--- src/rtl/tre_pkg.sv ---
`timescale 1ns/1ps
package tre_pkg;

    localparam int BYTE_W = 8;
    localparam int NIB_W  = 4;
    localparam int CODE_W = 2 * NIB_W;

    // Slot patterns, MSB goes out first
    localparam logic [CODE_W-1:0] SOF_CODE = 8'b0001_1101;
    localparam logic [CODE_W-1:0] EOF_CODE = 8'b1011_1000;

    typedef enum logic [2:0] {
        PH_IDLE,
        PH_SOF,
        PH_LO,
        PH_HI,
        PH_EOF
    } phase_e;

    typedef struct packed {
        logic              load;
        logic              clear;
        logic [CODE_W-1:0] code;
    } slot_cmd_t;

    // Expand a nibble, LSB first in time, into half-bit slot pairs
    function automatic logic [CODE_W-1:0] nib_code(input logic [NIB_W-1:0] nib);
        logic [CODE_W-1:0] c;
        c = '0;
        for (int i = 0; i < NIB_W; i++) begin
            c[CODE_W-1-2*i] = ~nib[i];
            c[CODE_W-2-2*i] =  nib[i];
        end
        return c;
    endfunction

endpackage

--- src/rtl/tre_carrier_div.sv ---
`timescale 1ns/1ps
module tre_carrier_div #(
    parameter int SLOT_LOG2 = 8,
    parameter int SUB_BIT   = 4
) (
    input  logic clk,
    input  logic rst,
    output logic slot_end,
    output logic sub_o
);
    logic [SLOT_LOG2-1:0] cnt_q;

    always_ff @(posedge clk) begin
        if (rst) cnt_q <= '0;
        else     cnt_q <= cnt_q + 1'b1;
    end

    assign slot_end = &cnt_q;
    assign sub_o    = cnt_q[SUB_BIT];
endmodule

--- src/rtl/tre_slot_shift.sv ---
`timescale 1ns/1ps
module tre_slot_shift
    import tre_pkg::*;
(
    input  logic      clk,
    input  logic      rst,
    input  logic      tick,
    input  slot_cmd_t cmd,
    output logic      slot_on,
    output logic      last_slot
);
    localparam int LEFT_W = $clog2(CODE_W);

    logic [CODE_W-1:0] sh_q;
    logic [LEFT_W-1:0] left_q;
    logic              on_q;

    always_ff @(posedge clk) begin
        if (rst) begin
            sh_q   <= '0;
            left_q <= '0;
            on_q   <= 1'b0;
        end else if (tick) begin
            if (cmd.load) begin
                on_q   <= cmd.code[CODE_W-1];
                sh_q   <= {cmd.code[CODE_W-2:0], 1'b0};
                left_q <= LEFT_W'(CODE_W - 1);
            end else if (cmd.clear) begin
                on_q   <= 1'b0;
                sh_q   <= '0;
                left_q <= '0;
            end else begin
                on_q <= sh_q[CODE_W-1];
                sh_q <= {sh_q[CODE_W-2:0], 1'b0};
                if (left_q != '0) left_q <= left_q - 1'b1;
            end
        end
    end

    assign slot_on   = on_q;
    assign last_slot = (left_q == '0);
endmodule

--- src/rtl/tre_frame_ctrl.sv ---
`timescale 1ns/1ps
module tre_frame_ctrl
    import tre_pkg::*;
(
    input  logic              clk,
    input  logic              rst,
    input  logic              tick,
    input  logic              last_slot,
    input  logic              start_i,
    input  logic              in_valid,
    input  logic [BYTE_W-1:0] in_data,
    input  logic              in_last,
    output slot_cmd_t         cmd,
    output logic              in_ready,
    output logic              busy_o,
    output logic              underrun_o
);
    phase_e           ph_q, ph_d;
    logic             pend_q, pend_d;
    logic [NIB_W-1:0] hi_q, hi_d;
    logic             last_q, last_d;
    logic             busy_q, busy_d;
    logic             und_q, und_d;
    logic             need_byte;
    logic             go;

    always_comb begin
        ph_d      = ph_q;
        pend_d    = pend_q;
        hi_d      = hi_q;
        last_d    = last_q;
        busy_d    = busy_q;
        und_d     = 1'b0;
        cmd       = '0;
        need_byte = (ph_q == PH_SOF) || (ph_q == PH_HI && !last_q);
        in_ready  = tick && last_slot && need_byte;
        go        = pend_q || start_i || in_valid;

        if (ph_q == PH_IDLE) begin
            if (tick && go) begin
                cmd.load = 1'b1;
                cmd.code = SOF_CODE;
                ph_d     = PH_SOF;
                busy_d   = 1'b1;
                pend_d   = 1'b0;
            end else if (go) begin
                pend_d = 1'b1;
            end
        end else if (tick && last_slot) begin
            if (need_byte) begin
                cmd.load = 1'b1;
                if (in_valid) begin
                    cmd.code = nib_code(in_data[NIB_W-1:0]);
                    hi_d     = in_data[BYTE_W-1:NIB_W];
                    last_d   = in_last;
                    ph_d     = PH_LO;
                end else begin
                    cmd.code = EOF_CODE;
                    und_d    = 1'b1;
                    ph_d     = PH_EOF;
                end
            end else if (ph_q == PH_LO) begin
                cmd.load = 1'b1;
                cmd.code = nib_code(hi_q);
                ph_d     = PH_HI;
            end else if (ph_q == PH_HI) begin
                cmd.load = 1'b1;
                cmd.code = EOF_CODE;
                ph_d     = PH_EOF;
            end else begin
                cmd.clear = 1'b1;
                busy_d    = 1'b0;
                ph_d      = PH_IDLE;
            end
        end
    end

    always_ff @(posedge clk) begin
        if (rst) begin
            ph_q   <= PH_IDLE;
            pend_q <= 1'b0;
            hi_q   <= '0;
            last_q <= 1'b0;
            busy_q <= 1'b0;
            und_q  <= 1'b0;
        end else begin
            ph_q   <= ph_d;
            pend_q <= pend_d;
            hi_q   <= hi_d;
            last_q <= last_d;
            busy_q <= busy_d;
            und_q  <= und_d;
        end
    end

    assign busy_o     = busy_q;
    assign underrun_o = und_q;
endmodule

--- src/rtl/tag_resp_enc.sv ---
`timescale 1ns/1ps
module tag_resp_enc
    import tre_pkg::*;
#(
    parameter int SLOT_LOG2 = 8,
    parameter int SUB_BIT   = 4
) (
    input  logic              clk,
    input  logic              rst,
    input  logic              start_i,
    input  logic              in_valid,
    output logic              in_ready,
    input  logic [BYTE_W-1:0] in_data,
    input  logic              in_last,
    output logic              mod_o,
    output logic              busy_o,
    output logic              underrun_o
);
    logic      tick;
    logic      sub;
    logic      slot_on;
    logic      last_slot;
    slot_cmd_t cmd;

    tre_carrier_div #(.SLOT_LOG2(SLOT_LOG2), .SUB_BIT(SUB_BIT)) u_div (
        .clk      (clk),
        .rst      (rst),
        .slot_end (tick),
        .sub_o    (sub)
    );

    tre_frame_ctrl u_ctrl (
        .clk        (clk),
        .rst        (rst),
        .tick       (tick),
        .last_slot  (last_slot),
        .start_i    (start_i),
        .in_valid   (in_valid),
        .in_data    (in_data),
        .in_last    (in_last),
        .cmd        (cmd),
        .in_ready   (in_ready),
        .busy_o     (busy_o),
        .underrun_o (underrun_o)
    );

    tre_slot_shift u_shift (
        .clk       (clk),
        .rst       (rst),
        .tick      (tick),
        .cmd       (cmd),
        .slot_on   (slot_on),
        .last_slot (last_slot)
    );

    assign mod_o = slot_on & sub;
endmodule

--- config.mk ---
export PLATFORM = sky130hd
export DESIGN_NAME = tag_resp_enc
export DESIGN_NICKNAME = d
export VERILOG_FILES = /design/src/rtl/tre_pkg.sv /design/src/rtl/tre_carrier_div.sv /design/src/rtl/tre_slot_shift.sv /design/src/rtl/tre_frame_ctrl.sv /design/src/rtl/tag_resp_enc.sv
export SDC_FILE = /design/constraint.sdc
export NUM_CORES = 1
export LEC_CHECK = 0
export ABC_AREA = 1
export BUFFER_PORTS_ARGS = -buffer_cell sky130_fd_sc_hd__buf_2
export CAP_MARGIN = 30
export CORE_MARGIN = 3
export CORE_UTILIZATION = 60
export CTS_BUF_LIST = sky130_fd_sc_hd__clkbuf_8
export CTS_CLUSTER_DIAMETER = 200
export DETAILED_ROUTE_END_ITERATION = 10
export GPL_TIMING_DRIVEN = 0
export HOLD_SLACK_MARGIN = 0.06
export PLACE_DENSITY = 0.81
export SYNTH_ARGS = -nofsm -noshare
export SYNTH_HDL_FRONTEND = slang
export SYNTH_HIERARCHICAL = 1
export SYNTH_SLANG_ARGS = --single-unit
--- constraint.sdc ---
create_clock -name clk -period 3.07 [get_ports clk]
set_clock_uncertainty 0.2 [all_clocks]
set_input_delay 0.4605 -clock clk [delete_from_list [all_inputs] [get_ports clk]]
set_output_delay 0.4605 -clock clk [all_outputs]
set_load 0.01 [all_outputs]
==> impl_metrics.csv <==
group,metric,value,unit
cts,post_cts_buffers,0,
route,drt-wirelength-per-cell,11.2,um
die,core,0.00234,mm^2
sta,fmax,371,MHz
worst_setup_path,critPathKind,"flop to output pin",
cts,cts_hold_buf,0,
cells_and_area,final_util,75.4,%
yosys,yosys_warnings,6,
global_route,grt_max_degree,11,
die,start_util,67.2,%
cts,cts_buffers,5,
place,gp_congestion,0.861,
yosys,netlist_instances,224,
die,pin_count,17,
yosys,synthFlopType,"dfxtp_1",
global_route,grt_overflow,0,
yosys,synth.avg_cell_area,7.02,um^2
yosys,synthTopCellsByArea,"dfxtp_1, nand2_1, inv_1",
yosys,synthArstFlopShare,0,%
min_path,hold_path_class,"input port to flop",
route,routed_wl,3.07,mm
cts,cts_max_level,2,
yosys,synth-edff-count,0,
cells_and_area,final_nets,263,
pwr,vdd.ir_drop.worst,0.321,mV
place,placed_cells,268,
global_route,grt_use_total,21.3,%
cells_and_area,drive_above_1_share,23.1,%
sta,tightest_slew,0.520,ns
route,drc,0,
pwr,powerDensity,395,mW/mm^2
die,die_h,57.2,um
cts,clock-sinks,30,
sta,slew_headroom,65.4,%
yosys,ys_seq_elements,30,
sta,hold_violations,0,
cts,clkTransAtPathRegs,0.05,ns
cts,cts_resized,0,
place,dpl.hpwl,2.43,mm
yosys,synthDistinctLibCells,30,
die,die_w,57.2,um
yosys,yosysTopAreaCellShare,38.2,%
cells_and_area,antenna_cells,0,
yosys,yosys.area.top_type,"dfxtp_1",
worst_setup_path,crit_path_start_kind,"flop",
place,post-place-ws,0.478,ns
status,run_status,"completed",
sta,rsz0062_at_grt,"no",
global_route,antenna_found_initial,0,
sta,tns,0,ns
route,ant_nets,0,
cts,cts_tree,"yes",
worst_setup_path,required,2.41,ns
cells_and_area,area_growth,12.2,%
place,numPortBuffers,16,
cts,cts_root_buf,"clkbuf_8",
cts,clk_path_buf_depth,2,
die,dieArea,0.00327,mm^2
cells_and_area,final_cell_area,0.00176,mm^2
sta,setup_ws,0.372,ns
cts,clk_latency,0.27,ns
route,detail_route.iter0.violations,76,
route,viasPerCell,5.32,
sta,finalMaxSlewViolations,0,
worst_setup_path,cp.arrival,2.04,ns
sta,min_period,2.70,ns
yosys,ys_seq_area_share,38.2,%
die,num_rows,17,
route,vias,1462,
route,firstDrtPassIters,4,
global_route,grt_pass1_vias,1433,
pwr,leakage,0.749,nW
sta,setup_viol,0,
sta,post-route-period-util,87.9,%
worst_setup_path,crit_fanout,5,
place,placed_cell_area,0.00169,mm^2
yosys,post-synth-top-count-cell,"nand2_1",
yosys,syn_area,0.00157,mm^2
global_route,grt_pass1_wl,5.62,mm
yosys,synthTopCellsByCount,"nand2_1, dfxtp_1, inv_1, nor2_1",
yosys,synth_fp_nets,240,
flow_run,drv_cap,0,
worst_setup_path,cp-end-kind,"output pin",
cells_and_area,fin_cells,275,
-- critical path, cell delays in order, from the launching register on --
cell and delay, ns:
dfxtp_1 0.39, ha_1 0.21, nand2_2 0.08, nor2_2 0.12, nand2_1 0.07, nor2_1 0.27
nand2_1 0.21, inv_1 0.16, nand2_1 0.08, inv_1 0.05, buf_2 0.12
-- logic make-up (layout without fill, tap and decap cells) --
kind of cell / after synthesis / after routing / synth area share [%]
flops: 30 / 30 / 38.2
compound gates: 40 / 40 / 14.8
simple gates: 115 / 115 / 35.4
buf+inv: 36 / 59 / 9.23
fa+ha+maj: 3 / 3 / 2.39
-- sequential cells by signal, indices dropped and copies added (netlist names) --
register,count
u_div/cnt_q,8
u_ctrl/underrun_o,1
u_shift/left_q,3
u_ctrl/last_q,1
u_shift/slot_on,1
u_shift/sh_q,7
u_ctrl/pend_q,1
u_ctrl/busy_o,1
u_ctrl/ph_q,3
u_ctrl/hi_q,4
-- power breakdown --
group          leakage [nW]  switching, W  internal, W
Combinational         0.460     0.0000168    0.0000112
Clock                0.0466      0.000122     0.000149
Sequential            0.243    0.00000422     0.000394
Total                 0.749      0.000143     0.000554
-- layout make-up --
cell class / count / area [um^2]
sequential: 30 / 601
clock buffer: 5 / 68.8
fill: 202 / 576
multi-input combinational: 158 / 827
timing repair buffer: 16 / 80.1
clock inverter: 2 / 7.51
tap: 28 / 35.0
buffer: 3 / 18.8
inverter: 33 / 126
-- cell usage in the layout, fill, tap and decap left out --
| cell type | n |
|---|---|
| nor2_4 | 3 |
| nand2_1 | 58 |
| clkbuf_8 | 5 |
| nor4_1 | 1 |
| nor2_8 | 1 |
| inv_4 | 1 |
| clkbuf_1 | 1 |
| buf_6 | 1 |
| o21ai_0 | 8 |
| o21ai_2 | 1 |
| o21ai_1 | 3 |
| nor3_1 | 1 |
| inv_1 | 26 |
| nand2_4 | 1 |
| nor3_2 | 1 |
| nor2_2 | 6 |
| nand3_2 | 2 |
| nand2_2 | 7 |
| buf_2 | 16 |
| a21oi_1 | 14 |
| and3_1 | 1 |
| nor2_1 | 18 |
| nand3b_1 | 1 |
| inv_2 | 8 |
| o22ai_1 | 1 |
| ha_1 | 3 |
| dfxtp_1 | 30 |
| o211ai_1 | 1 |
| a31oi_1 | 8 |
| buf_1 | 1 |
| nand3_1 | 14 |
| a21oi_2 | 4 |
-- metal layers --
layer  wire [um]  vias up  global-route usage, %
met4          12        0                   5.96
li1            -      760                      -
met2        1520       31                   38.7
met3         121        2                   5.43
met5           0        -                      0
met1        1420      669                   24.5
-- final timing paths --
check | endpoint | start | slack [ns] | cells after the start
setup / recovery | in_ready | u_div/cnt_q[0]$_SDFF_PP0_ | 0.37 | 10
hold / removal | u_ctrl/underrun_o$_SDFF_PP0_ | in_valid | 0.18 | 2
setup reg to reg | u_shift/left_q[1]$_SDFFE_PP0P_ | u_div/cnt_q[0]$_SDFF_PP0_ | 0.47 | 13
hold reg to reg | u_ctrl/busy_o$_SDFFE_PP0P_ | u_ctrl/busy_o$_SDFFE_PP0P_ | 0.25 | 2
-- stage by stage --
stage,hold slack (ns),total power [W]
after floorplan,0.240,0.000420
after global placement,0.244,0.000432
after global routing,0.175,0.000728
final,0.185,0.000696
after CTS,0.174,0.000704
after detailed placement,0.249,0.000434
Note: power is estimated with default switching activity, not from simulation.
